**src/rtl/eep_pkg.sv**
```systemverilog
package eep_pkg;
  typedef enum logic [2:0] {
    PH_IDLE,
    PH_DEV,
    PH_WORD,
    PH_WDATA,
    PH_RDATA,
    PH_IGNORE
  } eep_phase_e;
endpackage

```
**src/rtl/eep_bus_front.sv**
```systemverilog
module eep_bus_front #(
  parameter int SYNC_STAGES = 2
) (
  input  logic clk,
  input  logic rst_n,
  input  logic scl_i,
  input  logic sda_i,
  output logic sda_s,
  output logic scl_rise,
  output logic scl_fall,
  output logic start_evt,
  output logic stop_evt
);
  localparam int TOP = SYNC_STAGES - 1;

  logic [TOP:0] scl_pipe;
  logic [TOP:0] sda_pipe;
  logic         scl_d;
  logic         sda_d;
  logic         scl_s;

  always_ff @(posedge clk) begin
    if (!rst_n) begin
      scl_pipe <= '1;
      sda_pipe <= '1;
      scl_d    <= 1'b1;
      sda_d    <= 1'b1;
    end else begin
      scl_pipe[0] <= scl_i;
      sda_pipe[0] <= sda_i;
      for (int k = 1; k < SYNC_STAGES; k++) begin
        scl_pipe[k] <= scl_pipe[k-1];
        sda_pipe[k] <= sda_pipe[k-1];
      end
      scl_d <= scl_pipe[TOP];
      sda_d <= sda_pipe[TOP];
    end
  end

  assign scl_s     = scl_pipe[TOP];
  assign sda_s     = sda_pipe[TOP];
  assign scl_rise  = scl_s & ~scl_d;
  assign scl_fall  = ~scl_s & scl_d;
  assign start_evt = scl_s & scl_d & sda_d & ~sda_s;
  assign stop_evt  = scl_s & scl_d & ~sda_d & sda_s;
endmodule

```
**src/rtl/eep_wcycle_timer.sv**
```systemverilog
module eep_wcycle_timer #(
  parameter int CYCLES = 5000
) (
  input  logic clk,
  input  logic rst_n,
  input  logic start_i,
  output logic busy_o
);
  localparam int CW = $clog2(CYCLES + 1);

  logic [CW-1:0] remain;

  always_ff @(posedge clk) begin
    if (!rst_n) begin
      remain <= '0;
    end else if (start_i) begin
      remain <= CW'(CYCLES);
    end else if (remain != '0) begin
      remain <= remain - CW'(1);
    end
  end

  assign busy_o = (remain != '0);
endmodule

```
**src/rtl/eep_store.sv**
```systemverilog
module eep_store #(
  parameter int ADDR_W = 8,
  parameter int DATA_W = 8
) (
  input  logic              clk,
  input  logic              we_i,
  input  logic [ADDR_W-1:0] waddr_i,
  input  logic [DATA_W-1:0] wdata_i,
  input  logic [ADDR_W-1:0] raddr_i,
  output logic [DATA_W-1:0] rdata_o
);
  localparam int DEPTH = 1 << ADDR_W;

  logic [DATA_W-1:0] cells [DEPTH];

  always_ff @(posedge clk) begin
    if (we_i) cells[waddr_i] <= wdata_i;
  end

  assign rdata_o = cells[raddr_i];
endmodule

```
**src/rtl/i2c_eeprom_slave.sv**
```systemverilog
module i2c_eeprom_slave #(
  parameter logic [3:0] DEV_PREFIX  = 4'b1010,
  parameter int         ADDR_W      = 8,
  parameter int         SYNC_STAGES = 2,
  parameter int         WCYCLE_CYC  = 5000
) (
  input  logic       clk,
  input  logic       rst_n,
  input  logic       scl_i,
  input  logic       sda_i,
  output logic       sda_oe_o,
  input  logic [2:0] strap_i,
  input  logic       wp_i
);
  import eep_pkg::*;

  localparam int BYTE_BITS = 8;
  localparam int CNT_W     = $clog2(BYTE_BITS + 1);
  localparam logic [CNT_W-1:0] ACK_SLOT = CNT_W'(BYTE_BITS);

  logic sda_s, scl_rise, scl_fall, start_evt, stop_evt;
  logic wc_busy, wc_start;

  eep_phase_e           phase;
  logic [CNT_W-1:0]     bit_cnt;
  logic [BYTE_BITS-1:0] shreg;
  logic [BYTE_BITS-1:0] tx;
  logic [ADDR_W-1:0]    ptr;
  logic                 ack_q;
  logic                 dirty_q;

  logic                 dev_match;
  logic                 mem_we;
  logic [ADDR_W-1:0]    rd_addr;
  logic [BYTE_BITS-1:0] rd_data;
  logic                 bus_event;

  eep_bus_front #(.SYNC_STAGES(SYNC_STAGES)) u_front (
    .clk       (clk),
    .rst_n     (rst_n),
    .scl_i     (scl_i),
    .sda_i     (sda_i),
    .sda_s     (sda_s),
    .scl_rise  (scl_rise),
    .scl_fall  (scl_fall),
    .start_evt (start_evt),
    .stop_evt  (stop_evt)
  );

  eep_wcycle_timer #(.CYCLES(WCYCLE_CYC)) u_timer (
    .clk     (clk),
    .rst_n   (rst_n),
    .start_i (wc_start),
    .busy_o  (wc_busy)
  );

  eep_store #(.ADDR_W(ADDR_W), .DATA_W(BYTE_BITS)) u_store (
    .clk     (clk),
    .we_i    (mem_we),
    .waddr_i (ptr),
    .wdata_i (shreg),
    .raddr_i (rd_addr),
    .rdata_o (rd_data)
  );

  assign bus_event = start_evt | stop_evt;
  assign dev_match = (shreg[7:4] == DEV_PREFIX) && (shreg[3:1] == strap_i);
  assign wc_start  = stop_evt & dirty_q;
  assign rd_addr   = (phase == PH_RDATA) ? ptr + ADDR_W'(1) : ptr;
  assign mem_we    = !bus_event && scl_rise && (phase == PH_WDATA)
                     && (bit_cnt == ACK_SLOT) && !wp_i;

  always_ff @(posedge clk) begin
    if (!rst_n) begin
      phase    <= PH_IDLE;
      bit_cnt  <= '0;
      shreg    <= '0;
      tx       <= '0;
      ptr      <= '0;
      ack_q    <= 1'b0;
      dirty_q  <= 1'b0;
      sda_oe_o <= 1'b0;
    end else if (start_evt) begin
      phase    <= PH_DEV;
      bit_cnt  <= '0;
      ack_q    <= 1'b0;
      sda_oe_o <= 1'b0;
    end else if (stop_evt) begin
      phase    <= PH_IDLE;
      bit_cnt  <= '0;
      dirty_q  <= 1'b0;
      sda_oe_o <= 1'b0;
    end else if (phase != PH_IDLE && phase != PH_IGNORE) begin
      if (scl_rise) begin
        if (bit_cnt != ACK_SLOT) begin
          shreg   <= {shreg[BYTE_BITS-2:0], sda_s};
          bit_cnt <= bit_cnt + CNT_W'(1);
        end else begin
          bit_cnt <= '0;
          unique case (phase)
            PH_DEV: begin
              if (!ack_q)        phase <= PH_IGNORE;
              else if (shreg[0]) begin
                phase <= PH_RDATA;
                tx    <= rd_data;
              end else           phase <= PH_WORD;
            end
            PH_WORD: begin
              ptr   <= shreg[ADDR_W-1:0];
              phase <= PH_WDATA;
            end
            PH_WDATA: begin
              ptr <= ptr + ADDR_W'(1);
              if (!wp_i) dirty_q <= 1'b1;
            end
            PH_RDATA: begin
              ptr <= ptr + ADDR_W'(1);
              if (!sda_s) tx <= rd_data;
              else        phase <= PH_IGNORE;
            end
            default: phase <= PH_IGNORE;
          endcase
        end
      end else if (scl_fall) begin
        if (bit_cnt == ACK_SLOT) begin
          unique case (phase)
            PH_DEV: begin
              ack_q    <= dev_match & ~wc_busy;
              sda_oe_o <= dev_match & ~wc_busy;
            end
            PH_WORD, PH_WDATA: sda_oe_o <= 1'b1;
            default:           sda_oe_o <= 1'b0;
          endcase
        end else if (phase == PH_RDATA) begin
          sda_oe_o <= ~tx[3'(3'd7 - bit_cnt[2:0])];
        end else begin
          sda_oe_o <= 1'b0;
        end
      end
    end
  end
endmodule

```
**config.mk**
```make
export PLATFORM = sky130hd
export DESIGN_NAME = i2c_eeprom_slave
export DESIGN_NICKNAME = d
export VERILOG_FILES = /design/src/rtl/eep_pkg.sv /design/src/rtl/eep_bus_front.sv /design/src/rtl/eep_wcycle_timer.sv /design/src/rtl/eep_store.sv /design/src/rtl/i2c_eeprom_slave.sv
export SDC_FILE = /design/constraint.sdc
export NUM_CORES = 2
export LEC_CHECK = 0
export ABC_AREA = 0
export BUFFER_PORTS_ARGS = -buffer_cell sky130_fd_sc_hd__buf_2
export CAP_MARGIN = 40
export CELL_PAD_IN_SITES_DETAIL_PLACEMENT = 1
export CELL_PAD_IN_SITES_GLOBAL_PLACEMENT = 1
export CORE_UTILIZATION = 40
export DETAILED_ROUTE_END_ITERATION = 8
export PLACE_DENSITY_LB_ADDON = 0.12
export SLEW_MARGIN = 30
export SYNTH_ARGS = -nofsm -noshare
export SYNTH_HDL_FRONTEND = slang
export SYNTH_SLANG_ARGS = --single-unit
```
**constraint.sdc**
```tcl
create_clock -name clk -period 14.9 [get_ports clk]
set_input_delay 1.49 -clock clk [delete_from_list [all_inputs] [get_ports clk]]
set_output_delay 1.49 -clock clk [all_outputs]
set_load 0.005 [all_outputs]
```
# Word level (Yosys, flattened, before mapping)
# Memory sizes are Yosys's and may differ from the RTL's.
# Cells that the tools add are included.
# op_classes
add_sub_neg	4
bitwise_logic	22
muxes	31
n_eq_ne	18
magnitude_cmp	1
n_reduce_logical	32
# ops
cell	n
$mux W8	4
$pmux W8 S2	2
$mux W13	2
$reduce_and A6 Y1	3
$mux W1	16
$reduce_and A5 Y1	3
$reduce_bool A13 Y1	1
$sub A13 B1 Y13 const B	1
$not A1 Y1	12
$pmux W3 S4	1
$reduce_bool A2 Y1	6
$and A1 B1 Y1	9
$mux W3	3
$ne A3 B3 Y1 const B	3
$reduce_and A9 Y1	1
$reduce_bool A3 Y1	3
$add A8 B1 Y8 const B	1
$eq A4 B4 Y1 const B	2
$ne A2 B2 Y1 const B	4
$reduce_or A2 Y1	4
$eq A3 B2 Y1 const B	2
$logic_and A1 B1 Y1	6
$add A4 B1 Y4 const B	1
$lt A3 B4 Y1 const B	1
15 further kinds	17
# word_totals
ramBits	2048
wordCells	124
input_bits	8
register_bits	53
out_inout_bits	1
n_memories	1
# memory_table
memory	depth	word_bits	rd	rd_clocked_by_memory_dff	write_ports	line_no	rtl
u_store.cells	256	8	1	0	1	eep_store.sv:14	logic [DATA_W-1:0] cells [DEPTH];

# Depth between registers and ports, before layout
# depth
word_depth	11
ltp_mapped	19
depth_no_buf	11

# Cells and area by module
# Synthesis repeated with hierarchy kept, for this count alone.
# unflattened
hier_cells	4073
hier_area_um2	82352.7
# modules_own_cells
mod	area_each_um2	n_inst	cells_per_inst	seq_area_each_um2
eep_store	79396.1	1	3725	61499.0
i2c_eeprom_slave	2082.0	1	255	680.7
eep_wcycle_timer	684.4	1	77	260.2
eep_bus_front	190.2	1	16	120.1

# Least setup slack after synthesis
# No wires, ideal clock.
# synth_path
path_type	reg-to-reg
startpoint	register shreg[0]
endpoint	register tx[4]
setup_time_ps	116
path_buffers	1
synth_period_minus_slack_ps	5523
arrival_ps	5407
required_time_ps	14784
path_stages_with_launch	9
setup_slack_ps	9377
path_cell_list	dfxtp_1 > a32oi_1 > nor4_1 > buf_2 > nand2_1 > nor2_1 > o221ai_1 > or4_1 > and3_1
# synth_via
elab_chain_cells	2
# synth_lines
element	line_no	rtl
start: declaration	i2c_eeprom_slave.sv:26	logic [BYTE_BITS-1:0] shreg;
start signal: assignment	i2c_eeprom_slave.sv:96	shreg <= {shreg[BYTE_BITS-2:0], sda_s};
$ne A2 B2 Y1 (no line)	n/a	
$reduce_and A9 Y1 (no line)	n/a	
end signal: assignment	i2c_eeprom_slave.sv:105	tx <= rd_data;
end signal: assignment	i2c_eeprom_slave.sv:118	if (!sda_s) tx <= rd_data;
end: declaration	i2c_eeprom_slave.sv:27	logic [BYTE_BITS-1:0] tx;
# Every way passes these cells.
# A chain may end at the register's enable or synchronous reset.

# Worst setup path in the final report
# layout_path
startpoint	register ptr[1]
endpoint	register tx[4]
# layout_via
elab_chain_cells	6
elab_cells_between_ends	7
cone_classes	1 x add/sub; 5 x mux; 1 x memory
# layout_lines
element	line_no	rtl
start: declaration	i2c_eeprom_slave.sv:28	logic [ADDR_W-1:0] ptr;
start signal: assignment	i2c_eeprom_slave.sv:109	ptr <= shreg[ADDR_W-1:0];
start signal: assignment	i2c_eeprom_slave.sv:113	ptr <= ptr + ADDR_W'(1);
start signal: assignment	i2c_eeprom_slave.sv:117	ptr <= ptr + ADDR_W'(1);
$add A8 B1 Y8	i2c_eeprom_slave.sv:69	assign rd_addr = (phase == PH_RDATA) ? ptr + ADDR_W'(1) : ptr;
$mux W8 (*)	i2c_eeprom_slave.sv:69	
$mem_v2 Z256 W8 (*)	n/a	
$mux W8	i2c_eeprom_slave.sv:103	else if (shreg[0]) begin
$mux W8	i2c_eeprom_slave.sv:102	if (!ack_q) phase <= PH_IGNORE;
$pmux W8 S2 (*)	i2c_eeprom_slave.sv:100	unique case (phase)
# Every way passes the cells marked *; elsewhere a longest branch is shown, timed or not. The select of a mux whose other input is x is not followed.

==> qor.csv <==
stage,metric,value,unit
power_and_ir_drop,p_per_area,112.0,nW/um^2
setup_path,reg2regPathDepth,17,
detailed_routing,drc,0,
finish,final_cell_mix,"edfxtp_1 (2048), nand2_1 (768), mux2i_1 (726), nand3_1 (315), a21oi_1 (301)",
sta,setup_viol,0,
yosys,synthFlopType,edfxtp_1,
yosys,ys_seq_elements,2101,
finish,mostFrequentLayoutCell,edfxtp_1,
sta,rsz0062_at_grt,no,
sta,slew_viol_final,0,
placed_design,port_buffers,8,
placed_design,dpl.hpwl,213.0,mm
yosys,synth_top_area_cell,edfxtp_1,
sta,fin_skew,0.05232,ns
clocking,cts_buffers,232,
setup_path,start_kind,flop,
yosys,async_reset_ff_share,0,%
global_routing,grt_pass1_vias,65630,
yosys,synth-warning-count,0,
yosys,syn_area_per_cell,13.62,sq um
yosys,ys_seq_area_share,65.51,%
clocking,clockRootBuffer,clkbuf_16,
detailed_routing,totalWireLength,339.2,mm
clocking,cts_setup_buffers,0,
yosys,yosysTopAreaCellShare,64.39,%
clocking,clockBufferDepth,3,
yosys,synth_area,95500,sq um
detailed_routing,routedWlPerCell,32.58,um
detailed_routing,num_vias,64940,
die,core,237600,sq um
global_routing,grtUsageTotal,27.58,%
setup_path,crit_fanout,114,
sta,fin_tns_setup,0,ns
die,ios,9,
clocking,path_clk_slew,0.07,ns
yosys,ys_top_cells_by_area,"edfxtp_1 (64%), mux2i_1 (7.6%), nand2_1 (3.1%), mux4_2 (3.0%), a211oi_1 (2.0%)",
min_path,min_path_type,reg -> reg,
sta,period_minus_slack,7.874,ns
clocking,cts_sinks,2101,
setup_path,end_kind,flop,
detailed_routing,drt_iter0_drc,6272,
setup_path,critPathRequiredTime,15.67,ns
yosys,syn-instance-count,7010,
die,die_area,240700,sq um
global_routing,grt_pass1_wl,483.0,mm
yosys,ys_types,89,
yosys,synth_edf_count,2048,
sta,relSlewSlack,25.06,%
setup_path,crit_arrival,8.65,ns
finish,final_layout_size_suffix_gt1_share,13.67,%
detailed_routing,drtAntennaViolNets,0,
global_routing,overflow,0,
clocking,cts_max_level,4,
detailed_routing,dr.pass1.iters,5,
clocking,hold_buffers,0,
sta,hold_viol_final,0,
sta,tightest_slew,1.124,ns
finish,area_delta_synth_final,12.65,%
power_and_ir_drop,p_leak,32.42,nW
die,rows,179,
min_path,holdPathStages,1,
placed_design,place_congestion,0.8726,
power_and_ir_drop,ir_drop,0.1009,mV
sta,min_period_over_period,52.84,%
die,die_h,490.6,um
die,die_w,490.6,um
die,start_util,40.19,%
clocking,clk_latency,0.88,ns
sta,fin_hold_ws,0.4246,ns
setup_path,reg2reg_slack,7.03,ns
outcome,status,"complete, no violations",
sta,fmax,127.0,MHz
clocking,cts_tree,done,
detailed_routing,via_per_inst,6.237,
clocking,ctsResizeCount,0,
global_routing,grt_max_degree,190,
global_routing,antenna_found_initial,10,
finish,nets,7060,
yosys,synth.net_count,7026,
setup_path,path_class,reg -> reg,
run,maxCapViolCount,0,
## layout make-up
class	count	area, sq um
tap	3167	3963
clock inverter	130	1104
inverter	12	50.05
sequential	2101	62600
multi-input combinational	4318	30430
fill	23830	130000
antenna	10	25.02
timing repair buffer	379	3348
clock buffer	295	6072
## where the power goes
group	internal, mW	switching (mW)
registers	6.40	0.0143
clock network	3.12	2.43
logic	0.0404	0.0513
total	9.56	2.50
## cells in the mapped netlist, drive strengths merged (81+ instances only)
library cell  instances
nor2                353
nand3               320
o21ai               119
nand2               787
clkbuf              153
o221ai              110
a211oi              263
a31oi                99
mux4                128
nor2b               207
o22ai               185
nor3                 81
buf                 426
a21oi               303
mux2i               729
edfxtp             2048
## metrics by stage
| step | instance area, sq um | power (mW) | setup WS (ns) | util (%) | std cells |
|---|---|---|---|---|---|
| floorplan | 95500 | 6.607 | 9.377 | - | 7010 |
| global placement | 98320 | 6.621 | 6.962 | 41.38 | 9780 |
| detailed placement | 99840 | 6.627 | 7.235 | 42.01 | 9922 |
| CTS | 107000 | 12.14 | 7.199 | 45.03 | 10350 |
| global route | 107600 | 12.34 | 6.790 | 45.27 | 10400 |
| finish | 107600 | 12.05 | 7.026 | 45.28 | 10410 |
## logic make-up (layout without fill, tap and decap cells)
| family | Yosys count | after routing | synth area share (%) |
|---|---|---|---|
| compound gates | 1483 | 1483 | 10.82 |
| xor+xnor | 23 | 23 | 0.2188 |
| fa+ha+maj | 8 | 8 | 0.1048 |
| buf+inv | 591 | 816 | 3.167 |
| flops | 2101 | 2101 | 65.51 |
| mux | 884 | 884 | 10.98 |
| other cells | 0 | 10 | 0 |
| simple gates | 1920 | 1920 | 9.209 |
## registers in the layout, indices dropped and copies added, names as in the netlist, 2 cells and up
name and flops:
u_store.cells 2048, u_timer.remain 13, ptr 8, shreg 8, tx 8, bit_cnt 4, phase 3, u_front.scl_pipe 2
u_front.sda_pipe 2
## metal layers
| metal | track usage, % | wire length, um |
|---|---|---|
| met1 | 37.55 | 144900 |
| met2 | 44.52 | 159800 |
| met3 | 3.869 | 20700 |
| met4 | 10.91 | 13810 |
| met5 | 0 | 19 |
## final timing paths
check                                               startpoint                              to
worst min register to register  u_front.scl_pipe[0]$_SDFF_PN1_  u_front.scl_pipe[1]$_SDFF_PN1_
worst max-delay path                       ptr[1]$_SDFFE_PN0P_              tx[4]$_SDFFE_PN0P_
worst min-delay path            u_front.scl_pipe[0]$_SDFF_PN1_  u_front.scl_pipe[1]$_SDFF_PN1_
worst max register to register             ptr[1]$_SDFFE_PN0P_              tx[4]$_SDFFE_PN0P_
## worst max-delay path, cell delays in order (launching register included)
cell and delay (ns):
dfxtp_4 0.92, inv_2 0.48, ha_4 0.68, buf_4 0.59, buf_4 0.66, buf_12 0.46
buf_4 0.58, buf_4 0.50, buf_12 0.29, mux2i_1 0.25, a21oi_1 0.09, mux4_2 0.53
nand2_1 0.09, o311ai_1 0.22, o311ai_0 0.23, o311ai_0 0.24, buf_1 0.20, and3_1 0.17
No activity file was read; power rests on OpenSTA's default activity.
